[src/rtl/rxps_pkg.sv]
package rxps_pkg;

    typedef enum logic [2:0] {
        PS_IDLE    = 3'd0,
        PS_SLEEP   = 3'd1,
        PS_SETTLE  = 3'd2,
        PS_ENERGY  = 3'd3,
        PS_CHAN    = 3'd4,
        PS_SQUELCH = 3'd5,
        PS_RXON    = 3'd6
    } ps_state_e;

    localparam logic [3:0] MODE_POWERSAVE = 4'h9;
    localparam int         N_STAGES       = 3;

    typedef struct packed {
        logic fe;
        logic core;
        logic sync;
        logic rx_on;
    } ps_out_s;

    function automatic int max3(input int a, input int b, input int c);
        int m;
        m = (a > b) ? a : b;
        return (m > c) ? m : c;
    endfunction

    function automatic logic is_check(input ps_state_e s);
        return (s == PS_ENERGY) || (s == PS_CHAN) || (s == PS_SQUELCH);
    endfunction

    function automatic ps_out_s outs_for(input ps_state_e s);
        ps_out_s o;
        o.fe    = (s != PS_SLEEP);
        o.core  = (s != PS_SLEEP);
        o.sync  = (s != PS_SLEEP) && (s != PS_SETTLE);
        o.rx_on = (s == PS_RXON);
        return o;
    endfunction

endpackage

[src/rtl/rxps_timer.sv]
module rxps_timer #(
    parameter int CW = 16
) (
    input  logic          clk,
    input  logic          rst,
    input  logic          load,
    input  logic [CW-1:0] load_val,
    input  logic          tick,
    output logic          expired
);
    logic [CW-1:0] cnt_q;

    always_ff @(posedge clk) begin
        if (rst) begin
            cnt_q <= '0;
        end else if (load) begin
            cnt_q <= load_val;
        end else if (tick && (cnt_q != '0)) begin
            cnt_q <= cnt_q - 1'b1;
        end
    end

    assign expired = (cnt_q == '0);
endmodule

[src/rtl/rxps_stage_cmp.sv]
module rxps_stage_cmp #(
    parameter int MW         = 16,
    parameter bit PASS_BELOW = 1'b0
) (
    input  logic          en,
    input  logic          vld,
    input  logic [MW-1:0] val,
    input  logic [MW-1:0] thr,
    output logic          hit_pass,
    output logic          hit_fail
);
    logic good;

    generate
        if (PASS_BELOW) begin : g_below
            assign good = (val < thr);
        end else begin : g_atleast
            assign good = (val >= thr);
        end
    endgenerate

    assign hit_pass = en & vld & good;
    assign hit_fail = en & vld & ~good;
endmodule

[src/rtl/rxps_ctrl.sv]
module rxps_ctrl
    import rxps_pkg::*;
#(
    parameter int CW       = 16,
    parameter int SLEEP_W  = 16,
    parameter int SETTLE_W = 8,
    parameter int TO_W     = 8
) (
    input  logic                clk,
    input  logic                rst,
    input  logic                mode_wr,
    input  logic [3:0]          mode_val,
    input  logic [SLEEP_W-1:0]  sleep_ticks,
    input  logic [SETTLE_W-1:0] settle_ticks,
    input  logic [TO_W-1:0]     timeout_ticks,
    input  logic                expired,
    input  logic [N_STAGES-1:0] stage_pass,
    input  logic [N_STAGES-1:0] stage_fail,
    output ps_state_e           state,
    output logic                tmr_load,
    output logic [CW-1:0]       tmr_val,
    output ps_out_s             outs
);
    ps_state_e     st_q, st_d;
    ps_out_s       out_q;
    logic [CW-1:0] sleep_ext, settle_ext, to_ext;

    assign sleep_ext  = CW'(sleep_ticks);
    assign settle_ext = CW'(settle_ticks);
    assign to_ext     = CW'(timeout_ticks);

    always_comb begin
        st_d     = st_q;
        tmr_load = 1'b0;
        tmr_val  = '0;
        if (mode_wr) begin
            tmr_load = 1'b1;
            tmr_val  = sleep_ext;
            st_d     = (mode_val == MODE_POWERSAVE) ? PS_SLEEP : PS_IDLE;
        end else begin
            case (st_q)
                PS_SLEEP: begin
                    if (expired) begin
                        st_d     = PS_SETTLE;
                        tmr_load = 1'b1;
                        tmr_val  = settle_ext;
                    end
                end
                PS_SETTLE: begin
                    if (expired) begin
                        st_d     = PS_ENERGY;
                        tmr_load = 1'b1;
                        tmr_val  = to_ext;
                    end
                end
                PS_ENERGY, PS_CHAN, PS_SQUELCH: begin
                    if (|stage_pass) begin
                        tmr_load = 1'b1;
                        tmr_val  = to_ext;
                        st_d     = (st_q == PS_SQUELCH) ? PS_RXON
                                                        : ps_state_e'(st_q + 3'd1);
                    end else if ((|stage_fail) || expired) begin
                        st_d     = PS_SLEEP;
                        tmr_load = 1'b1;
                        tmr_val  = sleep_ext;
                    end
                end
                default: ;
            endcase
        end
    end

    always_ff @(posedge clk) begin
        if (rst) begin
            st_q  <= PS_IDLE;
            out_q <= outs_for(PS_IDLE);
        end else begin
            st_q  <= st_d;
            out_q <= outs_for(st_d);
        end
    end

    assign state = st_q;
    assign outs  = out_q;
endmodule

[src/rtl/rxps_wake_seq.sv]
module rxps_wake_seq
    import rxps_pkg::*;
#(
    parameter int MW       = 16,
    parameter int SLEEP_W  = 16,
    parameter int SETTLE_W = 8,
    parameter int TO_W     = 8
) (
    input  logic                clk,
    input  logic                rst,
    input  logic                mode_wr,
    input  logic [3:0]          mode_val,
    input  logic                tick,
    input  logic [SLEEP_W-1:0]  cfg_sleep_ticks,
    input  logic [SETTLE_W-1:0] cfg_settle_ticks,
    input  logic [TO_W-1:0]     cfg_timeout_ticks,
    input  logic [MW-1:0]       cfg_energy_thr,
    input  logic [MW-1:0]       cfg_chan_thr,
    input  logic [MW-1:0]       cfg_sq_thr,
    input  logic                energy_vld,
    input  logic [MW-1:0]       energy_val,
    input  logic                chan_vld,
    input  logic [MW-1:0]       chan_val,
    input  logic                sq_vld,
    input  logic [MW-1:0]       sq_val,
    output logic                fe_pwr_en,
    output logic                core_pwr_en,
    output logic                sync_search_en,
    output logic                rx_on,
    output logic [2:0]          state_o
);
    localparam int CW = max3(SLEEP_W, SETTLE_W, TO_W);

    ps_state_e           state;
    ps_out_s             outs;
    logic                tmr_load, expired;
    logic [CW-1:0]       tmr_val;
    logic [N_STAGES-1:0] stg_vld, stg_en, stg_pass, stg_fail;
    logic [MW-1:0]       stg_val [N_STAGES];
    logic [MW-1:0]       stg_thr [N_STAGES];

    assign stg_vld    = {sq_vld, chan_vld, energy_vld};
    assign stg_val[0] = energy_val;
    assign stg_val[1] = chan_val;
    assign stg_val[2] = sq_val;
    assign stg_thr[0] = cfg_energy_thr;
    assign stg_thr[1] = cfg_chan_thr;
    assign stg_thr[2] = cfg_sq_thr;

    genvar k;
    generate
        for (k = 0; k < N_STAGES; k++) begin : g_stage
            assign stg_en[k] = (state == ps_state_e'(PS_ENERGY + k));
            rxps_stage_cmp #(
                .MW         (MW),
                .PASS_BELOW (k == N_STAGES - 1)
            ) u_cmp (
                .en       (stg_en[k]),
                .vld      (stg_vld[k]),
                .val      (stg_val[k]),
                .thr      (stg_thr[k]),
                .hit_pass (stg_pass[k]),
                .hit_fail (stg_fail[k])
            );
        end
    endgenerate

    rxps_timer #(.CW(CW)) u_tmr (
        .clk      (clk),
        .rst      (rst),
        .load     (tmr_load),
        .load_val (tmr_val),
        .tick     (tick),
        .expired  (expired)
    );

    rxps_ctrl #(
        .CW       (CW),
        .SLEEP_W  (SLEEP_W),
        .SETTLE_W (SETTLE_W),
        .TO_W     (TO_W)
    ) u_ctrl (
        .clk           (clk),
        .rst           (rst),
        .mode_wr       (mode_wr),
        .mode_val      (mode_val),
        .sleep_ticks   (cfg_sleep_ticks),
        .settle_ticks  (cfg_settle_ticks),
        .timeout_ticks (cfg_timeout_ticks),
        .expired       (expired),
        .stage_pass    (stg_pass),
        .stage_fail    (stg_fail),
        .state         (state),
        .tmr_load      (tmr_load),
        .tmr_val       (tmr_val),
        .outs          (outs)
    );

    assign fe_pwr_en      = outs.fe;
    assign core_pwr_en    = outs.core;
    assign sync_search_en = outs.sync;
    assign rx_on          = outs.rx_on;
    assign state_o        = state;
endmodule

[config.mk]
export PLATFORM = sky130hd
export DESIGN_NAME = rxps_wake_seq
export DESIGN_NICKNAME = d
export VERILOG_FILES = /design/src/rtl/rxps_pkg.sv /design/src/rtl/rxps_timer.sv /design/src/rtl/rxps_stage_cmp.sv /design/src/rtl/rxps_ctrl.sv /design/src/rtl/rxps_wake_seq.sv
export SDC_FILE = /design/constraint.sdc
export NUM_CORES = 1
export LEC_CHECK = 0
export BUFFER_PORTS_ARGS = -buffer_cell sky130_fd_sc_hd__buf_2
export CAP_MARGIN = 20
export CORE_UTILIZATION = 45
export DETAILED_ROUTE_END_ITERATION = 10
export PLACE_DENSITY = 0.88
export SLEW_MARGIN = 20
export SYNTH_ARGS = -nofsm -noshare
export SYNTH_HDL_FRONTEND = slang
export SYNTH_SLANG_ARGS = --single-unit
[constraint.sdc]
create_clock -name clk -period 3.2 [get_ports clk]
set_input_delay 0.64 -clock clk [delete_from_list [all_inputs] [get_ports clk]]
set_output_delay 0.64 -clock clk [all_outputs]
set_load 0.01 [all_outputs]
# ---- Yosys cells after proc, flatten, opt, wreduce, memory -nomap -nowiden
# Index checks and enable logic that the tools add are counted.
dict set report totals {
  elab_cells 62
  regBits 22
}
dict set report op_classes {
  n_eq_ne 9
  reduce_logical 10
  muxes 21
  add_sub_neg 2
  bitwise_logic 12
  magnitude_cmp 3
}
# op n
set ops {}
lappend ops {{two-way mux 16 bit} 5}
lappend ops {{case mux 16 bit (3 select lines)} 1}
lappend ops {{>= comparator 16 bit} 2}
lappend ops {{two-way mux 3 bit} 6}
lappend ops {{logical NOT 16 bit} 1}
lappend ops {{less-than comparator 16 bit} 1}
lappend ops {{two-way mux 8 bit} 2}
lappend ops {{nonzero test 16 bit} 1}
lappend ops {{subtractor 16 x 1 -> 16 bit, second input constant} 1}
lappend ops {{bitwise AND 1 bit} 9}
lappend ops {{equality test 3 bit, second input constant} 3}
lappend ops {{case mux 3 bit (3 select lines)} 1}
lappend ops {{OR reduction 3 bit} 3}
lappend ops {{equality test 3 x 2 -> 1 bit, second input constant} 2}
lappend ops {{two-way mux 1 bit} 5}
lappend ops {{equality test 4 bit, second input constant} 1}
lappend ops {{adder 3 x 1 -> 3 bit, second input constant} 1}
lappend ops {{equality test 3 x 1 -> 1 bit, second input constant} 1}
lappend ops {{!= test 3 x 1 -> 1 bit, second input constant} 1}
lappend ops {{!= test 3 x 2 -> 1 bit, second input constant} 1}
lappend ops {{NOT 1 bit} 3}
lappend ops {{logical AND 1 bit} 2}
lappend ops {{case mux 1 bit (2 select lines)} 1}
lappend ops {{nonzero test 2 bit} 1}
lappend ops {{2 further kinds} 2}

# ---- Depth between registers and ports, before layout
# Gate-level depths: netlist (run 1).
dict set report logic_depth {
  word_depth 11
  mapped_depth 12
}

# ---- Hierarchy
# A second synthesis (run 1) with hierarchy kept.
dict set report hier_totals {
  cells_unflattened 389
  area_unflattened_um2 3089.2
}
# module seq_area_each_um2 area_per_inst_um2 cells_per_inst n_inst
set by_module_without_submodules {}
lappend by_module_without_submodules {rxps_timer 320.3 944.7 114 1}
lappend by_module_without_submodules {rxps_ctrl 120.1 859.6 104 1}
lappend by_module_without_submodules {{rxps_stage_cmp (g_stage[0].u_cmp ...)} 0.0 414.1 58 2}
lappend by_module_without_submodules {{rxps_stage_cmp (g_stage[2].u_cmp)} 0.0 425.4 52 1}
lappend by_module_without_submodules {rxps_wake_seq 0.0 31.3 3 1}

# ---- Least setup slack after synthesis (run 1)
# OpenSTA, ideal clock, no wires.
dict set report synth_timing {
  path_kind {in2reg}
  start {input port cfg_chan_thr[15]}
  end {register u_tmr.cnt_q[3]}
  path_buffers 0
  cell_stages 10
  arrival_time_ns 2.657
  setup_time_ns 0.130
  setup_slack_ns 0.413
  cell_sequence {inv_1 ha_1 nand4_2 nor3_2 or4b_1 and3_4 a211oi_4 and3b_1 o31ai_1 a21oi_1}
}
dict set report synth_via {
  elab_chain_cells 10
}
# item line_no
set synth_lines {}
lappend synth_lines {{start: declaration} rxps_wake_seq.sv:18} ;# input logic [MW-1:0] cfg_chan_thr,
lappend synth_lines {{>= comparator 16 bit *} rxps_stage_cmp.sv:18} ;# assign good = (val >= thr);
lappend synth_lines {{NOT 1 bit} rxps_stage_cmp.sv:23} ;# assign hit_fail = en & vld & ~good;
lappend synth_lines {{bitwise AND 1 bit} rxps_stage_cmp.sv:23}
lappend synth_lines {{OR reduction 3 bit} rxps_ctrl.sv:62} ;# end else if ((|stage_fail) || expired) begin
lappend synth_lines {{logical OR 1 bit} rxps_ctrl.sv:62}
lappend synth_lines {{two-way mux 16 bit / two-way mux 1 bit (equally long branches)} rxps_ctrl.sv:62}
lappend synth_lines {{two-way mux 16 bit / two-way mux 1 bit (equally long branches)} rxps_ctrl.sv:57} ;# if (|stage_pass) begin
lappend synth_lines {{case mux 16 bit (3 select lines) / case mux 1 bit (2 select lines) (equally long branches)} rxps_ctrl.sv:41} ;# case (st_q)
lappend synth_lines {{two-way mux 16 bit / two-way mux 1 bit (equally long branches)} rxps_ctrl.sv:36} ;# if (mode_wr) begin
lappend synth_lines {{two-way mux 16 bit / nonzero test 2 bit (equally long branches)} --}
lappend synth_lines {{end signal: assignment} rxps_timer.sv:17} ;# cnt_q <= load_val;
lappend synth_lines {{end signal: assignment} rxps_timer.sv:19} ;# cnt_q <= cnt_q - 1'b1;
lappend synth_lines {{end: declaration} rxps_timer.sv:11} ;# logic [CW-1:0] cnt_q;
# Every way passes the cells marked *; elsewhere a longest branch is shown, timed or not.
# A chain may end at the register's enable or synchronous reset.

# ---- Worst setup path in the final report (run 1)
dict set report layout_timing {
  start {input port cfg_energy_thr[14]}
  end {register u_tmr.cnt_q[7]}
}
dict set report layout_via {
  elab_chain_cells 10
}
# item line_no
set layout_lines {}
lappend layout_lines {{start: declaration} rxps_wake_seq.sv:17} ;# input logic [MW-1:0] cfg_energy_thr,
lappend layout_lines {{>= comparator 16 bit *} rxps_stage_cmp.sv:18}
lappend layout_lines {{NOT 1 bit} rxps_stage_cmp.sv:23}
lappend layout_lines {{bitwise AND 1 bit} rxps_stage_cmp.sv:23}
lappend layout_lines {{OR reduction 3 bit} rxps_ctrl.sv:62}
lappend layout_lines {{logical OR 1 bit} rxps_ctrl.sv:62}
lappend layout_lines {{two-way mux 16 bit / two-way mux 1 bit (equally long branches)} rxps_ctrl.sv:62}
lappend layout_lines {{two-way mux 16 bit / two-way mux 1 bit (equally long branches)} rxps_ctrl.sv:57}
lappend layout_lines {{case mux 16 bit (3 select lines) / case mux 1 bit (2 select lines) (equally long branches)} rxps_ctrl.sv:41}
lappend layout_lines {{two-way mux 16 bit / two-way mux 1 bit (equally long branches)} rxps_ctrl.sv:36}
lappend layout_lines {{two-way mux 16 bit / nonzero test 2 bit (equally long branches)} --}
# Marked as above.

==> run summary, run 1 <==
TIMING
------------------------------------------------------------------------------
Setup repair after global routing missed its margin                         no
Worst hold slack                                                      0.552 ns
Actual transition at the worst max-transition pin                     0.573 ns
Final setup skew                                                    0.00278 ns
Final hold violations                                                        0
Slack of the critical path                                            0.353 ns
Maximum clock rate                                                     351 MHz
Setup violations, final                                                      0
Fin. max-slew vios                                                           0
Setup tns final                                                           0 ns
Relative slew margins                                                    61.5%
Tcrit/Tclk final                                                         89.0%
Post-layout min period                                                 2.85 ns

CELLS AND AREA
------------------------------------------------------------------------------
Most used cells in the layout excluding fill and tap cells        buf_2 (145), inv_1 (59), ha_1 (53), nand2_1 (40), nor2_1 (35)
Commonest non-fill, non-tap cell in the layout                           buf_2
Area added between synthesis and finish                                  26.6%
Number of nets in the layout                                               749
Ant diodes                                                                   0
Proportion of layout cells with a drive suffix above 1                   32.2%

CRITICAL PATH
------------------------------------------------------------------------------
Kind of launch point of the worst setup path                        input port
Setup CP Type                                                     input port to flip-flop
Critical Path Max Stage Delay                                          0.51 ns
Cell breakdown of the critical path                               buf_2, inv_1, ha_1, and4_1, and3_1, a41oi_1, o211a_4, o21ai_1, nor3_1, a221oi_1, a211oi_1
Type of destination of the critical path                             flip-flop
Required time at the worst-slack endpoint                              3.38 ns
Critical Path Slowest Stage Cell                                        nor3_1
Worst-path fanout max                                                        4
Critical Path AT                                                       3.02 ns

LOGIC SYNTHESIS
------------------------------------------------------------------------------
Leading post-synthesis cells by cell area                         ha_1 (21%), dfxtp_1 (14%), inv_1 (7.2%), nand2_1 (4.9%), a21oi_1 (4.5%)
Post-synth ARST share                                                       0%
Most area-hungry cell type in the Yosys netlist                           ha_1
Synth Flop Type                                                        dfxtp_1
Cells after synthesis                                                      415
Post-synthesis area per instance                                      7.46 um2
Distinct cell type count of the synthesized netlist                         73
Cell area after synthesis                                             3090 um2
Flip-flop and latch count after synthesis                                   22
Area share of the largest cell type after synthesis                      21.4%
Number of enable-type register cells in the synthesized netlist              0
Synth warn                                                                   0
Sequential area share after synthesis                                    14.2%
Syn nets                                                                   607

PLACEMENT
------------------------------------------------------------------------------
Final RePlAce weighted congestion                                        0.941
Placement Setup Slack                                                 0.140 ns
HPWL after detailed placement                                          7280 um
Port Buf Inserts                                                           145

DRT
------------------------------------------------------------------------------
Vias post-DR                                                             3,549
Number of vias per cell after detailed routing                            5.61
Routed wire length                                                     8580 um
Wirelength per Cell                                                    13.6 um
1st-iter DRT viols                                                         188
DR DRC count                                                                11
Remaining antenna violation count                                            0
Pre-Repair DR Iteration Count                                                9

CLOCK NETWORK
------------------------------------------------------------------------------
CTS Hold Buffers Added                                                       0
Cell chosen for the clock root                                        clkbuf_8
TritonCTS clock tree                                                       yes
Number of buffers inserted by post-CTS setup repair                          0
Sink Count                                                                  22
Number of levels in the clock H-tree                                         1
Insertion delay to the later sink of the worst-skew pair               0.27 ns
Largest buffer count on any clock path                                       2
Worst-path clk slew                                                    0.08 ns
Number of CTS-inserted buffers                                               3
Post-CTS resize count                                                        0

GLOBAL ROUTE
------------------------------------------------------------------------------
Initial antenna violation count                                              0
First-pass GRT wire length                                           14,400 um
Maximum number of pins on one net before global-route repair                22
Total GRT Usage                                                          24.0%
Number of global-route vias before repair                                3,559
Congestion Overflow GR                                                       0

POWER
------------------------------------------------------------------------------
Total design power                                                  0.000907 W
Static leakage                                                         2.06 nW
Worst-case vdd ir drop                                                0.139 mV
Pwr per Cell Area                                                   231 nW/um2

FLOW RUN
------------------------------------------------------------------------------
# Max-Cap Violations                                                         0

FLOORPLAN
------------------------------------------------------------------------------
Number of ports placed on the die boundary                                 146
Core area                                                             6490 um2
Horizontal die dimension                                               84.9 um
Die span in y                                                          84.9 um
Total Die Area                                                        7210 um2
Placement row count                                                         29
Initial Utilization                                                      47.6%

RUN STATUS
------------------------------------------------------------------------------
Violations in the final reports                                            DRC
Run status                                                        complete, but fails checks

MIN PATH
------------------------------------------------------------------------------
Type of the worst min-delay path                                  flip-flop to flip-flop

-- registers in the layout, indices dropped and copies added (netlist names) --
| register | flops |
|---|---|
| u_ctrl.outs | 3 |
| u_tmr.cnt_q | 16 |
| u_ctrl.state | 3 |
-- worst max-delay path: cells and delay by family --
kind | cells | cell delay, ns
and+or+nand+nor | 3 | 0.93
buffers and inverters | 2 | 0.11
AOI/OAI and AO/OA | 5 | 1.06
adders and majority gates | 1 | 0.28
-- stage by stage --
step	std cells	instance area [um2]	utilization, %
after CTS	633	3920	60.3
after global routing	633	3920	60.3
final	633	3920	60.3
after detailed placement	629	3860	59.5
after global placement	629	3860	59.5
after floorplan	415	3090	-
-- logic make-up after synthesis --
logic type               Yosys count  share of synthesized area [%]
multiplexers                       1                          0.324
AO/OA/AOI/OAI                    110                           26.2
AND/OR/NAND/NOR                  142                           23.6
flip-flops                        22                           14.2
XOR/XNOR                          14                           3.96
adder cells (fa/ha/maj)           53                           21.4
buffers and inverters             73                           10.2
-- path summary, 6_finish.rpt --
check,startpoint,end,slack (ns),cells after the start
max reg2reg,u_tmr.cnt_q[0]$_SDFFE_PP0P_,u_tmr.cnt_q[11]$_SDFFE_PP0P_,0.57,10
max,cfg_energy_thr[14],u_tmr.cnt_q[7]$_SDFFE_PP0P_,0.35,11
min,u_tmr.cnt_q[9]$_SDFFE_PP0P_,u_tmr.cnt_q[9]$_SDFFE_PP0P_,0.55,2
min reg2reg,u_tmr.cnt_q[9]$_SDFFE_PP0P_,u_tmr.cnt_q[9]$_SDFFE_PP0P_,0.55,2
-- where the power goes --
group	switching, W	internal [W]
Sequential	0.0000207	0.000291
Combinational	0.000199	0.000191
Clock	0.0000949	0.000110
Total	0.000314	0.000592
-- metal layers --
layer	up-vias	track usage, %	wire length, um
met2	134	46.3	4330
met3	27	3.50	509
met5	-	0	0
met1	1629	26.7	3530
li1	1759	-	-
met4	0	8.01	212
-- cell type report --
type                       count  area [um2]
fill                         602        2580
timing repair buffer         150         763
sequential                    22         440
inverter                      60         225
tap                           77        96.3
multi-input combinational    320        2340
clock buffer                   4        55.1
-- cell usage after synthesis, types with 2 or more instances --
| master | n |
|---|---|
| inv_1 | 59 |
| ha_1 | 53 |
| nand2_1 | 40 |
| nor2_1 | 35 |
| a21oi_1 | 28 |
| dfxtp_1 | 22 |
| nor3_1 | 18 |
| o21ai_0 | 16 |
| a211oi_1 | 12 |
| xor2_1 | 10 |
| and3_1 | 6 |
| buf_2 | 6 |
| nand3_1 | 6 |
| o21ai_1 | 6 |
| a21o_1 | 5 |
| a311oi_1 | 5 |
| a221oi_1 | 4 |
| and2_1 | 4 |
| and4_1 | 4 |
| nand4_1 | 4 |
| xnor2_1 | 4 |
| nand2b_1 | 3 |
| nor2b_1 | 3 |
| o211ai_1 | 3 |
| o21ai_2 | 3 |
| buf_4 | 2 |
| clkbuf_1 | 2 |
| clkbuf_8 | 2 |
| nor3_2 | 2 |
| nor4_1 | 2 |
| o21a_1 | 2 |
| o21a_2 | 2 |
| o31ai_1 | 2 |
Power figures use the tool's default switching activity.
==> inputs of run 2 (changes only) <==
- CORE_ASPECT_RATIO: default -> 0.7
- CORE_UTILIZATION: 45 -> 43
- clock period: 3.2 -> 2.31 ns (I/O delays scaled with it)
==> run 2 against run 1 <==
The run ends with setup timing left. First-iteration DRC count grew 64%. Total power grew 70%. Worst setup slack got worse by 0.62 ns. Die area grew 4.6%. Largest cell class unchanged. Largest power group unchanged.
==> run summary, run 2 (synthesized netlist as in run 1, its figures left out) <==
RUN STATUS
---------------------------------------------------------------------------
Run status                                                     complete, but fails checks
Violations in the final reports                                setup timing

FLOORPLAN
---------------------------------------------------------------------------
Placement row count                                                      25   -14%
Die span in y                                                       73.0 um   -14%
Total Die Area                                                     7540 um2   +4.6%
Initial Utilization                                                   45.2%   -2.5 points
Core area                                                          6850 um2   +5.5%
Number of ports placed on the die boundary                              146   unchanged
Horizontal die dimension                                             103 um   +22%

CLOCK NETWORK
---------------------------------------------------------------------------
TritonCTS clock tree                                                    yes
CTS Hold Buffers Added                                                    0   unchanged
Largest buffer count on any clock path                                    2   unchanged
Cell chosen for the clock root                                     clkbuf_8
Worst-path clk slew                                                 0.08 ns   about the same
Number of CTS-inserted buffers                                            3   unchanged
Number of levels in the clock H-tree                                      1   unchanged
Sink Count                                                               22   unchanged
Insertion delay to the later sink of the worst-skew pair            0.27 ns   about the same

MIN PATH
---------------------------------------------------------------------------
Min-Delay Path Depth                                                      3   +1
Type of the worst min-delay path                               input port to flip-flop
Min-delay src                                                  cfg_timeout_ticks[0]
Hold EP                                                        u_tmr.cnt_q[0]$_SDFFE_PP0P_

GLOBAL ROUTE
---------------------------------------------------------------------------
Global-route met1 utilization                                         34.7%   +7.9 points
Number of global-route vias before repair                             3,792   +6.5%
Maximum number of pins on one net before global-route repair             22   unchanged
Congestion Overflow GR                                                    0   unchanged
Initial antenna violation count                                           0   unchanged
GR peak layer                                                          met2
Fraction of met2 tracks used by global routing                        52.0%   +5.7 points
First-pass GRT wire length                                        16,800 um   +17%
Total GRT Usage                                                       28.5%   +4.5 points
Global-route met3 utilization                                         4.79%   +1.3 points

CELLS AND AREA
---------------------------------------------------------------------------
Ant diodes                                                                0   unchanged
Proportion of layout cells with a drive suffix above 1                53.9%   +22 points
Area added between synthesis and finish                               67.2%
Most used cells in the layout excluding fill and tap cells     buf_2 (127), buf_4 (51), inv_1 (39), nand2_1 (37)
Number of nets in the layout                                            801   +6.9%
Number of flip-flops in the largest register                             16   unchanged
Commonest non-fill, non-tap cell in the layout                        buf_2
Fill cell count                                                         454   -25%
Storage cell area                                                   444 um2   +0.85%
Multi-input gate area in the final layout                          3000 um2   +28%
Largest reg by FF count                                         u_tmr.cnt_q
Core Util, Final                                                      75.5%   +15 points
Final instance count without filler cells                               702   +11%

CRITICAL PATH
---------------------------------------------------------------------------
Critical Path AT                                                    2.72 ns   -0.30 ns
Worst-path fanout max                                                     2   -2
Required time at the worst-slack endpoint                           2.46 ns   -0.92 ns
Cell breakdown of the critical path                            buf_6, inv_4, ha_4, nand4_4, nor3_2, or4b_4, and3_4, a211oi_4, buf_4, and3b_1, o31ai_2, a21oi_1
Critical Path Max Stage Delay                                       0.50 ns   about the same
Kind of launch point of the worst setup path                     input port
FF-to-FF Start                                                 u_tmr.cnt_q[8]$_SDFFE_PP0P_
CP Buf/Inv Count                                                          3   +1
Setup slack on the worst flop-to-flop path                         -0.14 ns   -0.71 ns
Type of destination of the critical path                          flip-flop
Setup CP Type                                                  input port to flip-flop
Cell family with most CP delay                                 simple AND/OR/NAND/NOR gates
Endpoint of the worst-slack reg-to-reg timing path             u_tmr.cnt_q[5]$_SDFFE_PP0P_
Critical Path Slowest Stage Cell                                     or4b_4
Worst Reg-to-Reg Cells                                                   10   unchanged

DRT
---------------------------------------------------------------------------
1st-iter DRT viols                                                      309   +64%
Pre-Repair DR Iteration Count                                             5   -4
Vias post-DR                                                          4,028   +13%
Number of vias per cell after detailed routing                         5.74   +2.3%
DR DRC count                                                              0   -11
Routed wire length                                                12,100 um   +40%
Wirelength per Cell                                                 17.2 um   +27%
Remaining antenna violation count                                         0   unchanged

POWER
---------------------------------------------------------------------------
Worst-case vdd ir drop                                             0.309 mV   +120%
Clock network fraction of total power                                 18.8%   -3.8 points
Static leakage                                                      2.40 nW   +17%
Pwr per Cell Area                                                298 nW/um2   +29%
Sequential share of power                                             27.8%   -6.6 points
Power Internal                                                   0.000974 W   +64%
Sw Share                                                              36.9%   +2.3 points
P_sw                                                             0.000570 W   +81%
Combinational share of power                                          53.4%   +10 points

PLACEMENT
---------------------------------------------------------------------------
HPWL after detailed placement                                       8170 um   +12%
Placement Setup Slack                                             -0.534 ns   -0.675 ns
Port Buf Inserts                                                        145   unchanged
Final RePlAce weighted congestion                                     0.909   -3.4%
Cell count after placement                                              681   +8.3%

TIMING
---------------------------------------------------------------------------
Post-layout min period                                              2.57 ns
Tcrit/Tclk final                                                       111%
Maximum clock rate                                                  389 MHz
Final setup skew                                                 0.00301 ns   +0.000231 ns
Actual transition at the worst max-transition pin                  0.441 ns   -0.132 ns
Setup repair after global routing missed its margin                     yes
Slack of the critical path                                        -0.263 ns   -0.616 ns
Final hold violations                                                     0   unchanged
Setup violations, final                                                  18   +18
Fin. max-slew vios                                                        0   unchanged
Relative slew margins                                                 70.6%   +9.1 points

FLOW RUN
---------------------------------------------------------------------------
# Max-Cap Violations                                                      0   unchanged

-- run 2: worst reg2reg max path, delay by kind of cell, from the launching register on --
| kind | cells | cell delay (ns) |
|---|---|---|
| buf+inv | 2 | 0.39 |
| flops | 1 | 0.36 |
| simple gates | 4 | 0.83 |
| compound gates | 4 | 0.80 |
-- run 2: through the flow --
stage	hold slack (ns)	cell area [um2]	setup TNS, ns	total power, W
after floorplan	0.502	3330	-0.818	0.000811
after global placement	0.525	4380	-7.20	0.00106
after detailed placement	0.528	4380	-8.61	0.00109
after CTS	0.433	4800	-1.58	0.00144
after global routing	0.432	5170	-3.91	0.00163
final	0.431	5170	-2.50	0.00154
-- run 2: timing repair --
item,4_1_cts,5_1_grt
endpoints found under the setup margin,20,21
resized for setup,58,57
buffers inserted,8,9
pin swaps,31,22
gates cloned,1,1
-- run 2: power by group through the flow --
stage                     sequential, W  combinational, W  clock, W
after floorplan                0.000433          0.000377         0
after global placement         0.000433          0.000622         0
after detailed placement       0.000434          0.000654         0
after CTS                      0.000425          0.000726  0.000288
after global routing           0.000433          0.000890  0.000309
final                          0.000429          0.000824  0.000290
-- run 2: cell type report --
cell class                      instances  share of cell area [%]
Clock buffer                            4                    1.06
Inverter                               60                    5.03
Multi-Input combinational cell        321                    58.0
Sequential cell                        22                    8.59
Tap cell                               94                    2.27
Timing Repair Buffer                  201                    25.0
-- run 2: how the worst max path moves through the flow --
stage / slack [ns] / endpoint / startpoint / cells past startpoint
final: -0.26 / u_tmr.cnt_q[3]$_SDFFE_PP0P_ / cfg_chan_thr[13] / 12
after detailed placement: -0.53 / u_tmr.cnt_q[7]$_SDFFE_PP0P_ / cfg_chan_thr[14] / 12
after global routing: -0.30 / u_tmr.cnt_q[3]$_SDFFE_PP0P_ / cfg_chan_thr[13] / 12
after floorplan: -0.12 / u_tmr.cnt_q[4]$_SDFFE_PP0P_ / chan_val[0] / 11
after global placement: -0.42 / u_tmr.cnt_q[0]$_SDFFE_PP0P_ / cfg_chan_thr[14] / 12
after CTS: -0.15 / u_tmr.cnt_q[3]$_SDFFE_PP0P_ / cfg_chan_thr[13] / 12
-- run 2: per-layer routing --
| metal | up-vias | wire length [um] |
|---|---|---|
| li1 | 1868 | - |
| met1 | 1852 | 4530 |
| met2 | 269 | 6030 |
| met3 | 39 | 1200 |
| met4 | 0 | 293 |
| met5 | - | 0 |
==> inputs of run 3 (changes only) <==
- CORE_MARGIN: default -> 2
- SYNTH_HIERARCHICAL: default -> 1
==> run 3 against run 2 <==
The run still ends with setup timing left. Sequential share of layout area is 0.30 points higher. Worst hold slack better by 0.040 ns. Area after synthesis is 0.16% lower. Clock-buffer cell count is 1 lower. Fmax is 13% lower. Final cell count is 4.3% lower. Critical path type unchanged. Total power is 0.24% lower. Combinational power is 10% lower. Register-to-register slack worse by 0.24 ns. Flip-flop and latch count stayed put. Routed wire length is 1.4% lower. Clock skew is 0.0040 ns higher.
==> run summary, run 3 <==
RUN STATUS
------------------------------------------------------------------------------
Run status                                                        complete, but fails checks
Violations in the final reports                                   setup timing

TIMING
------------------------------------------------------------------------------
Relative slew margins                                                    54.9%   -16 points
Post-layout min period                                                 2.95 ns   +0.382 ns
Setup violations, final                                                     22   +4
Final hold violations                                                        0   unchanged
Actual transition at the worst max-transition pin                     0.671 ns   +0.229 ns
Fin. max-slew vios                                                           0   unchanged
Slack of the critical path                                           -0.645 ns   -0.382 ns
Setup repair after global routing missed its margin                        yes
Maximum clock rate                                                     338 MHz   -13%
Final setup skew                                                    0.00703 ns   +0.00401 ns
Tcrit/Tclk final                                                          128%   +17 points
Worst hold slack                                                      0.471 ns   +0.0401 ns

DRT
------------------------------------------------------------------------------
Routed wire length                                                   11,900 um   -1.4%
Pre-Repair DR Iteration Count                                                5   unchanged
Vias post-DR                                                             3,936   -2.3%
Remaining antenna violation count                                            0   unchanged
1st-iter DRT viols                                                         345   +12%
Number of vias per cell after detailed routing                            5.86   +2.1%
Wirelength per Cell                                                    17.7 um   +3.1%
DR DRC count                                                                 0   unchanged

POWER
------------------------------------------------------------------------------
Worst-case vdd ir drop                                                0.239 mV   -23%
Clock network fraction of total power                                    24.5%   +5.7 points
Pwr per Cell Area                                                   311 nW/um2   +4.1%
Combinational share of power                                             48.0%   -5.4 points
P_sw                                                                0.000525 W   -7.9%
Power Internal                                                       0.00101 W   +4.2%
Sw Share                                                                 34.1%   -2.8 points
Sequential share of power                                                27.5%   -0.3 points
Static leakage                                                         2.31 nW   -3.7%

MIN PATH
------------------------------------------------------------------------------
Min-Delay Path Depth                                                         2   -1
Type of the worst min-delay path                                  input port to flip-flop

CLOCK NETWORK
------------------------------------------------------------------------------
Worst-path clk slew                                                    0.09 ns   about the same
Sink Count                                                                  22   unchanged
Largest buffer count on any clock path                                       2   unchanged
Number of CTS-inserted buffers                                               3   unchanged
TritonCTS clock tree                                                       yes
Cell chosen for the clock root                                        clkbuf_8
Number of levels in the clock H-tree                                         1   unchanged
CTS Hold Buffers Added                                                       0   unchanged
Insertion delay to the later sink of the worst-skew pair               0.27 ns   about the same

FLOORPLAN
------------------------------------------------------------------------------
Die span in y                                                          74.9 um   +2.7%
Placement row count                                                         25   unchanged
Total Die Area                                                        7890 um2   +4.6%
Number of ports placed on the die boundary                                 146   unchanged
Initial Utilization                                                      45.1%   -0.073 points
Horizontal die dimension                                                105 um   +1.9%
Core area                                                             6850 um2   unchanged

LOGIC SYNTHESIS
------------------------------------------------------------------------------
Post-synth ARST share                                                       0%   unchanged
Distinct cell type count of the synthesized netlist                         74   +1.4%
Leading post-synthesis cells by cell area                         ha_1 (21%), dfxtp_1 (14%), inv_1 (6.6%), a21oi_1 (4.7%), nand2_1 (3.3%)
Flip-flop and latch count after synthesis                                   22   unchanged
Number of enable-type register cells in the synthesized netlist              0   unchanged
Cell types with the highest counts after synthesis                inv_1 (54), ha_1 (52), a21oi_1 (29), nand2_1 (27), nor2_1 (24)
Synth warn                                                                   6   +6
Synth Flop Type                                                        dfxtp_1
Post-synthesis area per instance                                      7.94 um2   +6.5%
Most area-hungry cell type in the Yosys netlist                           ha_1
Syn nets                                                                   580   -4.4%
Cells after synthesis                                                      389   -6.3%
Area share of the largest cell type after synthesis                      21.1%   -0.37 points
Cell area after synthesis                                             3090 um2   -0.16%
Sequential area share after synthesis                                    14.3%   +0.023 points
Count leader, synth                                                      inv_1

CELLS AND AREA
------------------------------------------------------------------------------
Final instance count without filler cells                                  672   -4.3%
Area added between synthesis and finish                                  60.4%
Number of nets in the layout                                               770   -3.9%
Commonest non-fill, non-tap cell in the layout                           buf_2
Most used cells in the layout excluding fill and tap cells        buf_2 (129), inv_1 (41), buf_4 (39), ha_1 (38)
Largest reg by FF count                                            u_tmr/cnt_q
Area of all placed cells without fillers                              4960 um2   -4.2%
Number of flip-flops in the largest register                                16   unchanged
Proportion of layout cells with a drive suffix above 1                   53.5%   -0.49 points
Ant diodes                                                                   0   unchanged

GLOBAL ROUTE
------------------------------------------------------------------------------
Congestion Overflow GR                                                       0   unchanged
Total GRT Usage                                                          25.3%   -3.1 points
Number of global-route vias before repair                                3,629   -4.3%
Maximum number of pins on one net before global-route repair                28   +27%
First-pass GRT wire length                                           16,200 um   -4.0%
Initial antenna violation count                                              0   unchanged

PLACEMENT
------------------------------------------------------------------------------
Port Buf Inserts                                                           145   unchanged
Final RePlAce weighted congestion                                         1.01   +11%
HPWL after detailed placement                                          8290 um   +1.4%
Placed standard-cell area                                             4320 um2   -1.5%
Cell count after placement                                                 653   -4.1%

CRITICAL PATH
------------------------------------------------------------------------------
Type of destination of the critical path                             flip-flop
Required time at the worst-slack endpoint                              2.49 ns   +0.03 ns
Critical Path AT                                                       3.13 ns   +0.41 ns
Kind of launch point of the worst setup path                        input port
Worst-path fanout max                                                        5   +3
Worst Reg-to-Reg Cells                                                      10   unchanged
Setup CP Type                                                     input port to flip-flop

FLOW RUN
------------------------------------------------------------------------------
# Max-Cap Violations                                                         0   unchanged

[run 3: changes by cell type after synthesis, moves of 5 or more]
cell and change:
nand4_1 +6, xor2_1 -10, nor2_1 -11, a22oi_1 +7, and2_1 +5, nand2_1 -13
o21ai_1 -6, nor3_1 -5, buf_2 -6, o31ai_1 +5, inv_1 -5
[run 3: power by group through the flow]
stage | Combinational [W] | Clock, W | Sequential (W)
after floorplan | 0.000346 | 0 | 0.000431
after global placement | 0.000577 | 0 | 0.000428
after detailed placement | 0.000606 | 0 | 0.000429
after CTS | 0.000639 | 0.000376 | 0.000421
after global routing | 0.000798 | 0.000393 | 0.000424
final | 0.000739 | 0.000378 | 0.000423
[run 3: what timing repair did]
item,4_1_cts,5_1_grt
pin swaps,12,47
setup endpoints to repair,22,22
buffers inserted,5,8
resized for setup,35,55
gates cloned,0,4
[run 3: logic make-up after synthesis]
group           Yosys count  share of synthesized area (%)
fa+ha+maj                52                           21.1
buf+inv                  67                           9.80
xor+xnor                  8                           2.27
mux                       1                          0.324
compound gates          105                           25.4
flops                    22                           14.3
simple gates            134                           26.9
[run 3: final cells by class]
| class | count | area, um2 |
|---|---|---|
| multi-input combinational | 300 | 2790 |
| fill | 468 | 1890 |
| timing repair buffer | 197 | 1310 |
| sequential | 22 | 440 |
| inverter | 55 | 229 |
| tap | 94 | 118 |
| clock buffer | 3 | 41.3 |
| clock inverter | 1 | 30.0 |
[run 3: per-layer routing]
layer	GRT usage, %	vias up	wire length, um
li1	-	1806	-
met1	31.2	1806	4700
met2	45.7	260	5620
met3	4.76	64	1110
met4	8.15	0	450
met5	0	-	0
[run 3: worst paths after layout]
check | slack [ns] | end | from
worst max-delay path | -0.64 | u_tmr/cnt_q[10]$_SDFFE_PP0P_ | cfg_sq_thr[9]
worst min register to register | 0.57 | u_tmr/cnt_q[14]$_SDFFE_PP0P_ | u_tmr/cnt_q[14]$_SDFFE_PP0P_
worst min-delay path | 0.47 | u_ctrl/state[2]$_SDFF_PP0_ | mode_wr
worst max register to register | -0.38 | u_tmr/cnt_q[10]$_SDFFE_PP0P_ | u_tmr/cnt_q[3]$_SDFFE_PP0P_
[run 3: through the flow]
| stage | setup TNS (ns) | total power, W | setup slack (ns) | utilization, % |
|---|---|---|---|---|
| floorplan | -10.59 | 0.000776 | -0.578 | - |
| finish | -11.91 | 0.00154 | -0.645 | 72.3 |
| CTS | -8.60 | 0.00144 | -0.460 | 66.7 |
| global route | -13.64 | 0.00162 | -0.726 | 72.3 |
| detailed placement | -16.07 | 0.00103 | -0.852 | 63.0 |
| global placement | -15.25 | 0.00101 | -0.844 | 63.0 |
[run 3: critical path: stages]
cell and delay (ns):
buf_2 0.08, inv_1 0.05, ha_4 0.26, nand4_1 0.07, or2_4 0.28, nor4_4 0.34, buf_4 0.17, o31a_1 0.19
nor4_4 0.08, buf_4 0.16, o31ai_4 0.29, buf_6 0.15, buf_6 0.11, and2_1 0.13, nor2_1 0.06, a211oi_1 0.24
